<file path="config.mk">
export PLATFORM = sky130hd
export DESIGN_NAME = baud_div
export DESIGN_NICKNAME = d
export VERILOG_FILES = /design/src/rtl/baud_div_pkg.sv /design/src/rtl/baud_div_latch.sv /design/src/rtl/baud_div_counter.sv /design/src/rtl/baud_div_wave.sv /design/src/rtl/baud_div.sv
export SDC_FILE = /design/constraint.sdc
export NUM_CORES = 1
export LEC_CHECK = 0
export BUFFER_PORTS_ARGS = -buffer_cell sky130_fd_sc_hd__buf_2
export CAP_MARGIN = 5
export CORE_ASPECT_RATIO = 0.8
export CORE_MARGIN = 2
export CORE_UTILIZATION = 45
export DETAILED_ROUTE_END_ITERATION = 6
export PLACE_DENSITY = 0.65
export SETUP_SLACK_MARGIN = 0.5
export SYNTH_ARGS = -nofsm -noshare
export SYNTH_HDL_FRONTEND = slang
export SYNTH_SLANG_ARGS = --single-unit
</file>
<file path="constraint.sdc">
create_clock -name clk_i -period 4.6 [get_ports clk_i]
set_input_delay 0.23 -clock clk_i [delete_from_list [all_inputs] [get_ports clk_i]]
set_output_delay 0.23 -clock clk_i [all_outputs]
set_load 0.05 [all_outputs]
</file>
<file path="src/rtl/baud_div_pkg.sv">
package baud_div_pkg;
  localparam int unsigned DIV_W  = 16;
  localparam int unsigned BYTE_W = 8;
  localparam int unsigned NB     = DIV_W / BYTE_W;

  typedef enum logic [1:0] {
    MODE_PASS,
    MODE_HALF,
    MODE_SHAPED
  } wave_mode_e;

  // divisor 0 runs as divide-by-3
  function automatic logic [DIV_W-1:0] period_of(input logic [DIV_W-1:0] div);
    return (div == '0) ? DIV_W'(3) : div;
  endfunction

  function automatic wave_mode_e mode_of(input logic [DIV_W-1:0] per);
    if (per == DIV_W'(1))      return MODE_PASS;
    else if (per == DIV_W'(2)) return MODE_HALF;
    else                       return MODE_SHAPED;
  endfunction
endpackage

</file>
<file path="src/rtl/baud_div_latch.sv">
module baud_div_latch #(
  parameter int unsigned DIV_W  = 16,
  parameter int unsigned BYTE_W = 8,
  localparam int unsigned NB    = DIV_W / BYTE_W
) (
  input  logic              clk_i,
  input  logic              rst_ni,
  input  logic [NB-1:0]     wr_be_i,
  input  logic [BYTE_W-1:0] wr_data_i,
  output logic [DIV_W-1:0]  div_q_o,
  output logic [DIV_W-1:0]  div_d_o,
  output logic              load_o
);
  logic [DIV_W-1:0] div_q;

  for (genvar b = 0; b < NB; b++) begin : g_byte
    assign div_d_o[b*BYTE_W +: BYTE_W] =
      wr_be_i[b] ? wr_data_i : div_q[b*BYTE_W +: BYTE_W];
  end

  always_ff @(posedge clk_i or negedge rst_ni) begin
    if (!rst_ni) div_q <= '0;
    else         div_q <= div_d_o;
  end

  assign div_q_o = div_q;
  assign load_o  = |wr_be_i;

  p_byte_write_r2: assert property (@(posedge clk_i) disable iff (!rst_ni)
    wr_be_i[0] |=> div_q[BYTE_W-1:0] == $past(wr_data_i));
  p_byte_hold_r2: assert property (@(posedge clk_i) disable iff (!rst_ni)
    !load_o |=> $stable(div_q));
endmodule

</file>
<file path="src/rtl/baud_div_counter.sv">
module baud_div_counter #(
  parameter int unsigned DIV_W = 16
) (
  input  logic             clk_i,
  input  logic             rst_ni,
  input  logic             load_i,
  input  logic [DIV_W-1:0] period_i,
  input  logic [DIV_W-1:0] period_next_i,
  output logic [DIV_W-1:0] cnt_o
);
  logic [DIV_W-1:0] cnt_q;

  // counts period..1; 0 only after reset
  always_ff @(posedge clk_i or negedge rst_ni) begin
    if (!rst_ni)                   cnt_q <= '0;
    else if (load_i)               cnt_q <= period_next_i;
    else if (cnt_q <= DIV_W'(1))   cnt_q <= period_i;
    else                           cnt_q <= cnt_q - DIV_W'(1);
  end

  assign cnt_o = cnt_q;

  p_cnt_bound_r8: assert property (@(posedge clk_i) disable iff (!rst_ni)
    cnt_q <= period_i);
  p_wrap_r8: assert property (@(posedge clk_i) disable iff (!rst_ni)
    (!load_i && cnt_q == DIV_W'(1)) |=> cnt_q == $past(period_i));
  p_reload_r3: assert property (@(posedge clk_i) disable iff (!rst_ni)
    load_i |=> cnt_q == $past(period_next_i));
endmodule

</file>
<file path="src/rtl/baud_div_wave.sv">
module baud_div_wave
  import baud_div_pkg::*;
#(
  parameter int unsigned DIV_W   = 16,
  parameter int unsigned LOW_CYC = 2
) (
  input  logic             clk_i,
  input  logic             rst_ni,
  input  logic             load_i,
  input  logic [DIV_W-1:0] period_i,
  input  logic [DIV_W-1:0] cnt_i,
  output logic             baud_o,
  output logic             tick_o
);
  wave_mode_e       mode;
  logic [DIV_W-1:0] low_len;
  logic [DIV_W-1:0] rise_cnt;
  logic             live;
  logic             low;

  assign mode = mode_of(period_i);
  assign live = (cnt_i != '0);

  always_comb begin
    unique case (mode)
      MODE_PASS: low_len = '0;
      MODE_HALF: low_len = DIV_W'(1);
      default:   low_len = DIV_W'(LOW_CYC);
    endcase
  end

  assign rise_cnt = period_i - low_len;
  assign low      = live && (cnt_i > rise_cnt);

  always_comb begin
    if (!rst_ni)                baud_o = 1'b1;
    else if (mode == MODE_PASS) baud_o = ~clk_i;
    else                        baud_o = ~low;
  end

  assign tick_o = rst_ni && live && ((mode == MODE_PASS) || (cnt_i == rise_cnt));

  p_tick_rise_r9: assert property (@(posedge clk_i) disable iff (!rst_ni)
    (tick_o && mode != MODE_PASS) |-> (!low && $past(low)));
  p_low_two_r7: assert property (@(posedge clk_i) disable iff (!rst_ni)
    ($rose(low) && mode == MODE_SHAPED && !load_i) |=> low);
  p_half_alt_r6: assert property (@(posedge clk_i) disable iff (!rst_ni)
    (mode == MODE_HALF && !load_i && low) |=> !low);
endmodule

</file>
<file path="src/rtl/baud_div.sv">
module baud_div
  import baud_div_pkg::*;
(
  input  logic              clk_i,
  input  logic              rst_ni,
  input  logic [NB-1:0]     wr_be_i,
  input  logic [BYTE_W-1:0] wr_data_i,
  output logic              baud_o,
  output logic              tick_o
);
  logic [DIV_W-1:0] div_q, div_d, cnt;
  logic [DIV_W-1:0] period, period_next;
  logic             load;

  baud_div_latch #(.DIV_W(DIV_W), .BYTE_W(BYTE_W)) u_latch (
    .clk_i     (clk_i),
    .rst_ni    (rst_ni),
    .wr_be_i   (wr_be_i),
    .wr_data_i (wr_data_i),
    .div_q_o   (div_q),
    .div_d_o   (div_d),
    .load_o    (load)
  );

  assign period      = period_of(div_q);
  assign period_next = period_of(div_d);

  baud_div_counter #(.DIV_W(DIV_W)) u_cnt (
    .clk_i         (clk_i),
    .rst_ni        (rst_ni),
    .load_i        (load),
    .period_i      (period),
    .period_next_i (period_next),
    .cnt_o         (cnt)
  );

  baud_div_wave #(.DIV_W(DIV_W), .LOW_CYC(2)) u_wave (
    .clk_i    (clk_i),
    .rst_ni   (rst_ni),
    .load_i   (load),
    .period_i (period),
    .cnt_i    (cnt),
    .baud_o   (baud_o),
    .tick_o   (tick_o)
  );

  always_comb begin
    if (!rst_ni) begin
      a_rst_high_r1: assert (baud_o && !tick_o);
    end
  end

  p_write_low_r3: assert property (@(posedge clk_i) disable iff (!rst_ni)
    (load && period_next != DIV_W'(1)) |=> !baud_o);
  p_tick_single_r9: assert property (@(posedge clk_i) disable iff (!rst_ni)
    (tick_o && period >= DIV_W'(2) && !load) |=> !tick_o);
endmodule

</file>
# After elaboration in Yosys (flattened, before gate mapping)
# Cells that the tools add are included.
# op_classes
mux,11
n_reduce_logical,9
n_addsub,2
magnitude_cmp,2
n_eq_ne,4
n_bitwise,2
# op_table
op,n
16-bit two-way mux,4
16-bit zero test,2
"16-bit by 1-bit equality test with 1-bit output, second input constant",1
16-bit equality test,1
"16-bit by 2-bit equality test with 1-bit output, second input constant",1
16-bit greater-than comparator,1
"16-bit by 1-bit <= comparator with 1-bit output, second input constant",1
8-bit two-way mux,2
16-bit nonzero test,1
"16-bit by 1-bit subtractor with 16-bit output, second input constant",1
16-bit by 2-bit subtractor with 16-bit output,1
2-bit two-way mux,2
2-bit one-hot mux with 2 select lines,1
1-bit logical AND,3
"2-bit by 1-bit equality test with 1-bit output, second input constant",1
2-bit zero test,1
1-bit two-way mux,2
1-bit NOT,2
2-bit OR reduction,1
1-bit logical OR,1
# totals
elab_cells,32
ff_bits,32
in_bits,12

# Longest topological paths before layout
# logic_depth
ltp_word,13
ltp_mapped,16

# Modules after synthesis
# From an unflattened synthesis, not the netlist that was laid out.
# hier_totals
hier_cells,294
hier_area_um2,2750.1
# by_module_without_submodules
mod,n_inst,cells_each,seq_area_each_um2,area_per_inst_um2
baud_div_counter,1,118,400.4,1104.8
baud_div_wave,1,97,0.0,740.7
baud_div_latch,1,35,400.4,669.4
baud_div,1,44,0.0,235.2

==> key figures <==
Critical path
  • Crit Path Max Fanout: 4
  • Worst setup path class: reg -> out
  • Critical path data arrival time: 4220 ps
  • Worst Path Required: 4370 ps
  • CP Capture Type: output port
  • Startpoint types: register

Global routing
  • Overall routing resource usage: 24.3%
  • Initial antenna violation count: 0
  • Vias in the first global route: 2135
  • Largest net degree at the start of global routing: 35
  • First-pass GRT wire length: 11.5 mm
  • Total gr overflow: 0

Route
  • Total Wirelength: 7.17 mm
  • Drt pass-1 iters: 5
  • Drt wl/cell: 19.0 um
  • DR vias: 2245
  • Starting DRT DRC Count: 191
  • Post-route ant nets: 0
  • Via density: 5.94
  • # DRC: 0

Finish
  • Area growth syn-to-layout: 19.4%
  • Fin util: 56.2%
  • Number of nets in the layout: 332
  • Cell area after layout: 3110 um2
  • Diode count: 0
  • Layout cells sized above 1: 29.3%
  • Fin cells: 378

Power and ir drop
  • Tot Pwr: 996 uW
  • Sw frac: 34.5%
  • Leakage Power: 0.00118 uW
  • Pwr Density: 321 nW/um2
  • Comb pwr share: 26.5%
  • Sw Pwr: 344 uW
  • Max VDD drop: 0.193 mV
  • Pint: 653 uW
  • Clock share of power: 35.6%
  • Sequential Power Share: 37.9%

Floorplan
  • Chip height: 72.0 um
  • Die X: 89.0 um
  • I/O pins: 14
  • Initial core utilization: 47.1%
  • Floorplan row count: 24
  • Core area: 5530 um2
  • Die Footprint: 6410 um2

Outcome
  • Status: finished, final reports clean

STA
  • Setup ws final: 148 ps
  • Peak Freq: 0.225 GHz
  • Clock Skew: 6.53 ps
  • Final setup fails: 0
  • Slew Viols, Final: 0
  • Unrepaired setup endpoints after global routing: true
  • Post-route clock period utilization: 96.8%
  • Worst-margin pin slew: 1050 ps
  • Max-slew headroom: 29.7%
  • Min cycle time layout: 4450 ps
  • Final hold violation count: 0

Yosys
  • Seq cells post-synth: 32
  • Post-synth design cell area: 2600 um2
  • Synth Instances: 268
  • Net count after synthesis: 301
  • Yosys warnings: 0
  • Seq/Total Area, Yosys: 30.8%
  • Cell variety after synth: 49
  • Synthesized area per cell: 9.71 um2

Clock tree
  • CTS tree: done
  • Reg clk slew, reported paths: 70 ps
  • Worst-Skew Late Latency: 390 ps

Hold path
  • Worst Hold Class: in -> reg

Placed design
  • Routability cong.: 0.841
  • Placed cell count: 357
  • Placement Cell Area: 2790 um2
  • DP HPWL: 5.06 mm
  • Setup WS pre-CTS: 218 ps
  • Port Buf Inserts: 13

Job
  • Max-cap viol count: 0
[synth_stat cells (all sizes together)]
library cell  count  share of area (%)
a31oi             2               0.48
xnor2            16                5.4
nand2b            1               0.24
buf               4                1.3
mux2i            15                5.8
o311ai            4                1.3
nor4             11                5.2
ha               20                9.6
a221oi            1               0.34
o31ai             2               0.58
nor2             28                4.7
and3              1               0.24
o41ai             2               0.67
o22a              2               0.67
mux2             16                6.9
o211ai            2               0.58
xor2              9                3.0
o31a              1               0.34
or2               1               0.24
o22ai             1               0.24
inv               7                1.0
or3               3               0.91
fa                1               0.77
nand3b            2               0.58
nor3             11                2.3
nor3b             1               0.29
o21ai             7                1.3
or4               5                1.7
a21oi            18                3.5
nand3             6                1.2
o2bb2ai           1               0.34
dfrtp            32                 31
nand2            15                2.2
a21o              1               0.29
clkbuf            5               0.72
nand4             6                2.0
nor2b             2               0.48
nand4b            2               0.67
a211oi            2               0.58
o21a              2               0.58
[what timing repair did]
action / in CTS / in global routing
pin swaps: 12 / 4
setup endpoints to repair: 2 / 2
buffers inserted: 6 / 3
hold endpoints to repair: 32 / 0
hold buffers: 1 / 0
gates resized for setup: 19 / 5
[cell families (layout without fill, tap and decap cells)]
logic type | after synthesis | in the layout | synth area share [%]
AND/OR/NAND/NOR | 95 | 95 | 22.9
AO/OA/AOI/OAI | 48 | 48 | 11.8
flip-flops | 32 | 32 | 30.8
multiplexers | 31 | 31 | 12.7
XOR/XNOR | 25 | 25 | 8.41
adder cells (fa/ha/maj) | 21 | 21 | 10.4
buffers and inverters | 16 | 48 | 3.03
[registers in the layout (all words and copies together) (netlist names)]
name and flops:
u_latch.div_q_o 16, u_cnt.cnt_o 16
[cell usage in the layout (no fill, tap or decap), types with 7 or more instances in the layout]
cell      netlist  layout
clkbuf_8        0       8
xnor2_1        16      16
nor3_1         10       7
dfrtp_1        32      29
ha_1           20      20
buf_4           0      16
mux2i_1        15      15
nor2_1         27      24
xor2_1          9       9
mux2_2         16      16
buf_2           2      11
nand2_1        15      15
a21oi_1        18      16
[metal layers]
layer  track usage, %  up-vias  share of wire, %
li1                 -     1064                 -
met3             6.60        8               7.3
met4             6.80        0              0.91
met1             38.5     1080                50
met2             32.3       93                42
met5                0        -                 0
[power by group through the flow]
stage          combinational, uW  clock, uW  sequential [uW]
3_5_place_dp                 241       10.7              379
5_1_grt                      292        371              382
3_3_place_gp                 239       10.7              380
2_1_floorplan                181       9.56              358
4_1_cts                      259        359              373
6_report                     264        355              377
[layout make-up]
class / count / area [um2]
Clock buffer: 9 / 121
Clock inverter: 3 / 42.5
Fill cell: 492 / 2420
Inverter: 7 / 26.3
Multi-Input combinational cell: 220 / 1820
Sequential cell: 32 / 805
Tap cell: 78 / 97.6
Timing Repair Buffer: 29 / 196
[final timing paths]
kind | start | end | slack [ps] | cells after the start
worst max-delay path | u_latch.div_q_o[10] | baud_o | 150 | 16
worst min-delay path | wr_data_i[4] | u_latch.div_q_o[12] | 130 | 2
worst max register to register | u_cnt.cnt_o[0] | u_cnt.cnt_o[14] | 2120 | 7
worst min register to register | u_latch.div_q_o[15] | u_latch.div_q_o[15] | 630 | 1
max in group asynchronous | rst_ni | u_latch.div_q_o[15] | 3590 | 2
min in group asynchronous | rst_ni | u_cnt.cnt_o[9] | 460 | 2
[stage by stage]
step	hold WS (ps)	TNS, ps
6_report	126	0
5_1_grt	131	-93.2
3_3_place_gp	352	0
3_5_place_dp	350	0
4_1_cts	119	0
2_1_floorplan	-65.6	0
[critical path, stage by stage (launching register included)]
cell,delay (ps)
dfrtp_2,400
or4_4,580
nor4_4,200
a21oi_2,120
inv_2,90
ha_1,230
a211oi_2,300
nand3_2,200
nor4_4,200
xnor2_1,100
ha_1,300
nand4_1,170
or3_1,400
a21o_1,150
o211ai_1,130
a21oi_4,90
buf_6,160
Note: power is estimated with default switching activity, not from simulation.
